## src/rtl/exc_pkg.sv

```systemverilog
package exc_pkg;
  localparam int LVL_W   = 2;
  localparam int NUM_LVL = 4;
  // saved state word layout
  localparam int F_LVL   = 0;
  localparam int F_W32   = 2;
  localparam int F_SP    = 3;
  localparam int F_FLAGS = 4;
endpackage

```

## src/rtl/exc_save_bank.sv

```systemverilog
module exc_save_bank #(
  parameter int NUM_LVL = 4,
  parameter int PC_W    = 32,
  parameter int SW_W    = 8,
  localparam int LVL_W  = $clog2(NUM_LVL)
) (
  input  logic             clk,
  input  logic             we,
  input  logic             we_pc,
  input  logic [LVL_W-1:0] wr_lvl,
  input  logic [SW_W-1:0]  wr_sw,
  input  logic [PC_W-1:0]  wr_pc,
  input  logic [LVL_W-1:0] rd_lvl,
  output logic [SW_W-1:0]  rd_sw,
  output logic [PC_W-1:0]  rd_pc
);
  logic [SW_W-1:0] sw_mem [NUM_LVL];
  logic [PC_W-1:0] pc_mem [NUM_LVL];

  always_ff @(posedge clk) begin
    if (we) sw_mem[wr_lvl] <= wr_sw;
    if (we && we_pc) pc_mem[wr_lvl] <= wr_pc;
  end

  assign rd_sw = sw_mem[rd_lvl];
  assign rd_pc = pc_mem[rd_lvl];
endmodule

```

## src/rtl/exc_entry_calc.sv

```systemverilog
module exc_entry_calc #(
  parameter int NUM_LVL = 4,
  localparam int LVL_W  = $clog2(NUM_LVL)
) (
  input  logic [LVL_W-1:0]   req_lvl,
  input  logic [LVL_W-1:0]   cur_lvl,
  input  logic               cur_w64,
  input  logic [NUM_LVL-1:0] w64_cfg,
  output logic [LVL_W-1:0]   tgt_lvl,
  output logic               tgt_w64
);
  always_comb begin
    tgt_lvl = req_lvl;
    if (cur_lvl > tgt_lvl) tgt_lvl = cur_lvl;
    if (tgt_lvl == '0) tgt_lvl = LVL_W'(1);
    tgt_w64 = cur_w64 | w64_cfg[tgt_lvl];
  end
endmodule

```

## src/rtl/exc_ret_check.sv

```systemverilog
module exc_ret_check
  import exc_pkg::*;
#(
  parameter int NUM_LVL = 4,
  parameter int FLAG_W  = 4,
  localparam int LVL_W  = $clog2(NUM_LVL),
  localparam int SW_W   = FLAG_W + 4
) (
  input  logic [LVL_W-1:0]   cur_lvl,
  input  logic               cur_w64,
  input  logic [SW_W-1:0]    saved_sw,
  input  logic [NUM_LVL-1:0] w64_cfg,
  output logic               bad,
  output logic [LVL_W-1:0]   tgt_lvl,
  output logic               tgt_w64,
  output logic               tgt_sp,
  output logic [FLAG_W-1:0]  tgt_flags
);
  logic s32;
  always_comb begin
    tgt_lvl   = saved_sw[F_LVL +: LVL_W];
    s32       = saved_sw[F_W32];
    tgt_w64   = ~s32;
    tgt_sp    = saved_sw[F_SP];
    tgt_flags = saved_sw[F_FLAGS +: FLAG_W];
    bad = (cur_lvl == '0) || (tgt_lvl > cur_lvl)
       || (s32 == w64_cfg[tgt_lvl]) || (!cur_w64 && !s32);
  end
endmodule

```

## src/rtl/exc_level_ctrl.sv

```systemverilog
module exc_level_ctrl
  import exc_pkg::*;
#(
  parameter int NUM_LVL = 4,
  parameter int PC_W    = 32,
  parameter int FLAG_W  = 4,
  localparam int LVL_W  = $clog2(NUM_LVL),
  localparam int SW_W   = FLAG_W + 4
) (
  input  logic               clk,
  input  logic               rst,
  input  logic               rst_w64,
  input  logic [NUM_LVL-1:0] lvl_w64_cfg,
  input  logic               ns_lower_cfg,
  input  logic               entry_req,
  input  logic [LVL_W-1:0]   entry_level,
  input  logic [PC_W-1:0]    entry_pc,
  input  logic [FLAG_W-1:0]  cur_flags,
  input  logic               ret_req,
  input  logic               sw_wr_en,
  input  logic [LVL_W-1:0]   sw_wr_level,
  input  logic [SW_W-1:0]    sw_wr_data,
  output logic [LVL_W-1:0]   cur_level,
  output logic               cur_w64,
  output logic               sp_dedicated,
  output logic               secure,
  output logic [FLAG_W-1:0]  flags_out,
  output logic               pc_valid,
  output logic [PC_W-1:0]    pc_out,
  output logic               illegal_ret
);
  localparam logic [LVL_W-1:0] TOP_LVL = LVL_W'(NUM_LVL - 1);

  logic [LVL_W-1:0]  ent_lvl, ret_lvl, wr_lvl;
  logic              ent_w64, ret_w64, ret_sp, ret_bad, ns_lat, bank_we;
  logic [FLAG_W-1:0] ret_flags;
  logic [SW_W-1:0]   rd_sw, wr_sw;
  logic [PC_W-1:0]   rd_pc;

  exc_entry_calc #(.NUM_LVL(NUM_LVL)) i_entry (
    .req_lvl(entry_level), .cur_lvl(cur_level), .cur_w64(cur_w64),
    .w64_cfg(lvl_w64_cfg), .tgt_lvl(ent_lvl), .tgt_w64(ent_w64)
  );

  always_comb begin
    bank_we = entry_req | sw_wr_en;
    wr_lvl  = entry_req ? ent_lvl : sw_wr_level;
    wr_sw   = sw_wr_data;
    if (entry_req) begin
      wr_sw = '0;
      wr_sw[F_LVL +: LVL_W]    = cur_level;
      wr_sw[F_W32]             = ~cur_w64;
      wr_sw[F_SP]              = sp_dedicated;
      wr_sw[F_FLAGS +: FLAG_W] = cur_flags;
    end
  end

  exc_save_bank #(.NUM_LVL(NUM_LVL), .PC_W(PC_W), .SW_W(SW_W)) i_bank (
    .clk(clk), .we(bank_we), .we_pc(entry_req), .wr_lvl(wr_lvl),
    .wr_sw(wr_sw), .wr_pc(entry_pc), .rd_lvl(cur_level),
    .rd_sw(rd_sw), .rd_pc(rd_pc)
  );

  exc_ret_check #(.NUM_LVL(NUM_LVL), .FLAG_W(FLAG_W)) i_ret (
    .cur_lvl(cur_level), .cur_w64(cur_w64), .saved_sw(rd_sw),
    .w64_cfg(lvl_w64_cfg), .bad(ret_bad), .tgt_lvl(ret_lvl),
    .tgt_w64(ret_w64), .tgt_sp(ret_sp), .tgt_flags(ret_flags)
  );

  always_ff @(posedge clk) begin
    if (rst) begin
      cur_level    <= TOP_LVL;
      cur_w64      <= rst_w64;
      sp_dedicated <= 1'b1;
      secure       <= 1'b1;
      ns_lat       <= 1'b0;
      flags_out    <= '0;
      pc_valid     <= 1'b0;
      pc_out       <= '0;
      illegal_ret  <= 1'b0;
    end else begin
      pc_valid    <= 1'b0;
      illegal_ret <= 1'b0;
      if (entry_req) begin
        cur_level    <= ent_lvl;
        cur_w64      <= ent_w64;
        sp_dedicated <= 1'b1;
        secure       <= (ent_lvl == TOP_LVL) | ~ns_lat;
      end else if (ret_req) begin
        if (ret_bad) begin
          illegal_ret <= 1'b1;
        end else begin
          cur_level    <= ret_lvl;
          cur_w64      <= ret_w64;
          sp_dedicated <= ret_sp;
          flags_out    <= ret_flags;
          pc_out       <= rd_pc;
          pc_valid     <= 1'b1;
          if (ret_lvl < cur_level) begin
            ns_lat <= ns_lower_cfg;
            secure <= (ret_lvl == TOP_LVL) | ~ns_lower_cfg;
          end else begin
            secure <= (ret_lvl == TOP_LVL) | ~ns_lat;
          end
        end
      end
    end
  end
endmodule

```

## config.mk

```make
export PLATFORM = sky130hd
export DESIGN_NAME = exc_level_ctrl
export DESIGN_NICKNAME = d
export VERILOG_FILES = /design/src/rtl/exc_pkg.sv /design/src/rtl/exc_save_bank.sv /design/src/rtl/exc_entry_calc.sv /design/src/rtl/exc_ret_check.sv /design/src/rtl/exc_level_ctrl.sv
export SDC_FILE = /design/constraint.sdc
export NUM_CORES = 1
export LEC_CHECK = 0
export CORE_MARGIN = 3
export CORE_UTILIZATION = 45
export DETAILED_ROUTE_END_ITERATION = 7
export DONT_BUFFER_PORTS = 1
export HOLD_SLACK_MARGIN = 0.06
export MAX_ROUTING_LAYER = met4
export PLACE_DENSITY_LB_ADDON = 0.3
export SLEW_MARGIN = 15
export SYNTH_ARGS = -nofsm -noshare
export SYNTH_HDL_FRONTEND = slang
export SYNTH_SLANG_ARGS = --single-unit
```

## constraint.sdc

```tcl
create_clock -name clk -period 5.4 [get_ports clk]
set_input_delay 0.54 -clock clk [delete_from_list [all_inputs] [get_ports clk]]
set_output_delay 0.54 -clock clk [all_outputs]
set_load 0.02 [all_outputs]
```

==> results.md, run 1 <==
- Status: finished, final reports clean
- Yosys cell types: 43
- Fin nets: 505
- Core footprint: 17400 um2
- CP Capture Type: flop
- EDFF count, synth: 161
- GRT Util Overall: 16.4%
- Initial DRC Count: 171
- Die X: 139 um
- Most frequent cells after synthesis: edfxtp_1, dfxtp_1, mux2i_1, nor2_1, mux4_2
- Synth area leaders: edfxtp_1, dfxtp_1, mux4_2
- Row count: 48
- Initial core utilization: 46.1%
- CTS tree: built
- Final period util: 71.4%
- Synth top area share: 60.5%
- Clk slew on worst S/H paths: 60 ps
- Hold WS: 106 ps
- Gpl congestion: 0.788
- Final instance area: 8920 um2
- Most common flop cell mapped by yosys: edfxtp_1
- Post-detailed-route count of antenna-violating nets: 0
- Clk Latency, worst-skew pair: 500 ps
- Post_cts resized: 0
- Comb pwr share: 8.4%
- DRT Wirelength: 15300 um
- Largest area contributor in the netlist: edfxtp_1
- P_leak: 2.98 nW
- I/O Buffers: 0
- Syn Nets: 498
- Worst-Margin Slew: 1120 ps
- Final Hold Viols: 0
- Final setup vio count: 0
- Mapped cell area: 8000 um2
- Avg Inst Size Synth: 18.5 um2
- Crit path capture: ns_lat
- Max-slew headroom: 25.4%
- Reg2Reg Setup Slack: 1540 ps
- Num ports: 102
- Period minus WS final: 3860 ps
- Via Count: 3839
- Critical path cell sequence: mux4_2 -> ha_1 -> a21oi_1 -> o221ai_1 -> a211oi_4 -> buf_12 -> a21boi_0 -> o21ba_2
- Die area: 19400 um2
- Count leader, synth: edfxtp_1
- Setup Buffers After CTS: 0
- Number of global-route vias before repair: 4203
- Critical path's largest stage delay: 790 ps
- Ant diodes: 0
- Clock sinks: 206
- Kind of critical path: flop to flop
- Clk root buf: clkbuf_16
- Ys async rst share: 0%
- H-Tree Level Count: 1
- Critical Path AT: 4250 ps
- Initial antenna violation count: 0
- Share of cells above drive strength 1: 20.2%
- Yosys warns: 0
- Clock power share: 39.4%
- Synth Instances: 433
- Psw: 0.000798 W
- Crit path max fanout: 28
- MaxCap Viol Count: 0
- Reg power frac: 52.2%
- RSZ-0062 raised after global routing: false
- Sequential-to-total area share from yosys stat: 71.7%
- HP Class: primary input to flop
- Setup TNS Final: 0 ps
- Reg2Reg Depth: 8
- Skew final: 14.1 ps
- CP max-delay cell: a211oi_4
- PwrDens: 407 nW/um2
- Hold buffer count at cts: 0
- Grt ovf: 0
- Pint: 0.00283 W
- Routed len/inst: 22.4 um
- Worst endpoint required time: 5790 ps
- DRC Markers: 0
- Synthesis-to-finish area growth: 11.5%
- DP HPWL: 9060 um
- Fmax: 259 MHz
- Placed inst area: 8220 um2
- First-pass GRT wire length: 23800 um
- Die Span Y: 139 um
- DRT Pass-1 Iters: 4
- CTS Buf Count: 22
- Pin count of the biggest net entering global routing: 47
- CTS max path bufs: 3
- CP startpoint kind: flop
- #FFs+latches synth: 206
- Peak supply drop: 0.000299 V
- DR vias/cell: 5.64
- Switching fraction of total power: 22.0%
- Max Slew Vio Count: 0
- Worst R2R End: ns_lat
## layout by cell type, fill, tap and decap left out, types with 2 or more instances in the layout
cell type / count
o21ai_0: 6
nor3_1: 2
mux2i_1: 43
buf_4: 4
clkbuf_1: 9
nor2_1: 41
clkinv_2: 4
nor2b_4: 2
mux4_1: 5
nand2_1: 9
o22ai_1: 2
a211oi_1: 4
a21o_1: 2
nor2b_1: 3
a31o_2: 3
edfxtp_1: 161
bufinv_16: 2
nand2b_1: 4
dfxtp_1: 43
mux2_2: 7
ha_1: 6
clkbuf_16: 22
nor2_4: 2
inv_1: 7
mux4_2: 36
a21oi_1: 3
## registers in the layout, summed over array words and instances (netlist names), named ones only
register and flops:
secure 1, illegal_ret 1, i_bank.sw_mem 32, sp_dedicated 1, i_bank.pc_mem 128, cur_level 2, ns_lat 1, cur_w64 1
pc_out 32, flags_out 4, pc_valid 1
## worst min path at each step
stage | from | endpoint | slack, ps | cells after the start
2_1_floorplan | pc_out[24] | pc_out[24] | 580 | 2
3_3_place_gp | pc_out[5] | pc_out[5] | 600 | 2
3_5_place_dp | pc_out[8] | pc_out[8] | 610 | 2
4_1_cts | rst | pc_out[31] | 90 | 1
5_1_grt | rst | pc_out[11] | 80 | 1
6_report | rst | pc_out[10] | 110 | 1
## per-stage QoR
step | utilization [%] | power (W) | instances | setup slack [ps]
2_1_floorplan | - | 0.00217 | 433 | 900
3_3_place_gp | 47.3 | 0.00223 | 641 | 1560
3_5_place_dp | 47.3 | 0.00224 | 641 | 1510
4_1_cts | 51.4 | 0.00367 | 681 | 1510
5_1_grt | 51.4 | 0.00377 | 681 | 1310
6_report | 51.4 | 0.00363 | 681 | 1540
## cell families after synthesis
| logic type | after synthesis | synth area share (%) |
|---|---|---|
| flip-flops | 206 | 71.7 |
| multiplexers | 93 | 18.6 |
| AND/OR/NAND/NOR | 70 | 3.83 |
| AO/OA/AOI/OAI | 29 | 2.64 |
| buffers and inverters | 29 | 2.22 |
| adder cells (fa/ha/maj) | 6 | 0.939 |
## power by group through the flow
stage | clock network, W | logic [W] | registers (W)
5_1_grt | 0.00153 | 0.000329 | 0.00191
3_3_place_gp | 0 | 0.000300 | 0.00193
4_1_cts | 0.00147 | 0.000308 | 0.00190
2_1_floorplan | 0 | 0.000273 | 0.00189
6_report | 0.00143 | 0.000304 | 0.00190
3_5_place_dp | 0 | 0.000306 | 0.00193
## cell type report
cell class	count	area (um2)
Fill cell	1360	8440
Sequential cell	206	5740
Multi-Input combinational cell	198	2120
Clock buffer	32	598
Tap cell	225	282
Clock inverter	8	100
Timing Repair Buffer	5	50.0
Inverter	7	26.3
## layer usage
| layer | track usage, % | part of all wire (%) |
|---|---|---|
| met1 | 19.0 | 38 |
| met2 | 27.4 | 51 |
| met3 | 5.70 | 8.2 |
| met4 | 4.48 | 2.3 |
| met5 | - | 0 |
## worst max-delay path, delay by kind of cell, from the launching register on
kind,cells,cell delay [ps]
adders and majority gates,1,340
DFF,1,630
buffers and inverters,1,310
muxes,1,680
AOI/OAI and AO/OA,5,1770
(Power assumes the default switching activity.)
==> inputs of run 2 (changes only) <==
clock period = 4 ns   (was 5.4 ns; I/O delays follow)
==> results.md, run 2 (same netlist as run 1, synthesis figures left out) <==
- CTS max path bufs: 3
- Max reg flops: 128
- Largest Register: i_bank.pc_mem
- Pint: 0.00385 W
- Critical path's largest stage delay: 690 ps
- Via Count: 3922
- CP Depth: 8
- Post-Place Worst Slack: 642 ps
- Die area: 19400 um2
- Largest registers: i_bank.pc_mem x128, i_bank.sw_mem x32, pc_out x32
- Final Hold Viols: 0
- Routed len/inst: 21.5 um
- Switching fraction of total power: 22.4%
- DP HPWL: 8970 um
- Synthesis-to-finish area growth: 16.3%
- Final period util: 83.8%
- Comb pwr share: 9.7%
- Setup TNS Final: 0 ps
- Most common cell after layout, fill and taps aside: edfxtp_1
- Status: finished, final reports clean
- Fmax: 298 MHz
- Die X: 139 um
- P_leak: 3.15 nW
- Final Worst Setup Slack: 648 ps
- I/O Buffers: 0
- Reg power frac: 51.1%
- Clk slew on worst S/H paths: 60 ps
- Initial DRC Count: 172
- Clock sinks: 206
- CP startpoint kind: flop
- Num ports: 102
- Post-detailed-route count of antenna-violating nets: 0
- Share of cells above drive strength 1: 19.7%
- Gpl congestion: 0.770
- RSZ-0062 raised after global routing: false
- HP Class: primary input to flop
- CP Capture Type: flop
- Number of global-route vias before repair: 4287
- PwrDens: 533 nW/um2
- Psw: 0.00111 W
- Peak supply drop: 0.000346 V
- Pin count of the biggest net entering global routing: 41
- Post_cts resized: 0
- DR vias/cell: 5.45
- Fin nets: 542
- Clk root buf: clkbuf_16
- GRT Util Overall: 16.6%
- Grt ovf: 0
- Initial antenna violation count: 1
- Reg2Reg Depth: 8
- DRC Markers: 0
- Worst-Margin Slew: 920 ps
- Die Span Y: 139 um
- CTS Buf Count: 22
- Crit path max fanout: 38
- Commonest non-fill, non-tap cells in the layout: edfxtp_1, mux2i_1, dfxtp_1, nor2_1, mux4_2
- Worst endpoint required time: 4380 ps
- Bufs and invs on worst path: 1
- DRT Wirelength: 15500 um
- Critical path cell sequence: mux4_2 -> ha_1 -> a21oi_1 -> o221ai_1 -> a211oi_4 -> buf_12 -> a21boi_0 -> o21ba_2
- Final setup vio count: 0
- Top delay family on crit path: compound AO/OA/AOI/OAI gates
- Row count: 48
- CP max-delay cell: mux4_2
- DRT Pass-1 Iters: 4
- Clock power share: 39.2%
- H-Tree Level Count: 1
- Kind of critical path: flop to flop
- Filler cells: 1374
- MaxCap Viol Count: 0
- Critical Path AT: 3730 ps
- Period minus WS final: 3350 ps
- Max Slew Vio Count: 0
- CTS tree: built
- Initial core utilization: 46.1%
- Hold depth: 1
- Final instance area: 9300 um2
- Core footprint: 17400 um2
- Clk Latency, worst-skew pair: 490 ps
- Placed inst area: 8230 um2
- First-pass GRT wire length: 24100 um
- Max-slew headroom: 38.7%
- Skew final: 15.5 ps
[run 2: worst register-to-register path: cells and delay by family, from the launching register on]
kind                     cells  cell delay (ps)
buffers and inverters        1              330
multiplexers                 1              690
adder cells (fa/ha/maj)      1              340
flip-flops                   1              610
AO/OA/AOI/OAI                5             1280
[run 2: layout make-up]
| cell class | count | area [um2] | area share [%] |
|---|---|---|---|
| tap | 225 | 282 | 3.03 |
| timing repair buffer | 42 | 425 | 4.57 |
| antenna | 1 | 2.50 | 0.0269 |
| clock buffer | 29 | 587 | 6.31 |
| clock inverter | 11 | 120 | 1.29 |
| inverter | 7 | 26.3 | 0.283 |
| sequential | 206 | 5740 | 61.7 |
| multi-input combinational | 198 | 2120 | 22.8 |
[run 2: power groups by stage]
stage          clock network, W  registers, W  logic [W]
6_report                0.00194       0.00253   0.000481
3_5_place_dp                  0       0.00258   0.000438
2_1_floorplan                 0       0.00255   0.000370
5_1_grt                 0.00208       0.00255   0.000526
3_3_place_gp                  0       0.00258   0.000427
4_1_cts                 0.00200       0.00254   0.000489
[run 2: final timing paths]
kind                                 from   endpoint  slack, ps
worst min register to register  pc_out[7]  pc_out[7]        610
worst min-delay path                  rst     ns_lat         90
worst max register to register       flop     ns_lat        650
worst max-delay path                 flop     ns_lat        650
[run 2: routing by layer]
metal  wire length (um)  share of wire (%)  GRT usage, %  up-vias
li1                   -                  -             -     1788
met1               6130                 40          19.5     2006
met2               7860                 51          27.7      105
met3               1120                7.2          5.29       23
met4                378                2.4          4.38        0
met5                  0                  0             -        -
[run 2: stage by stage]
stage	std cells	hold slack (ps)	utilization, %	power [W]
2_1_floorplan	433	499	-	0.00292
3_3_place_gp	643	478	47.4	0.00300
3_5_place_dp	643	481	47.4	0.00302
4_1_cts	718	68.6	53.6	0.00502
5_1_grt	719	73.3	53.6	0.00515
6_report	719	92.9	53.6	0.00495
[run 2: timing repair]
action	4_1_cts	5_1_grt
hold buffers	35	0
endpoints found under the setup margin	0	0
buffers inserted	0	0
hold endpoints to repair	170	0
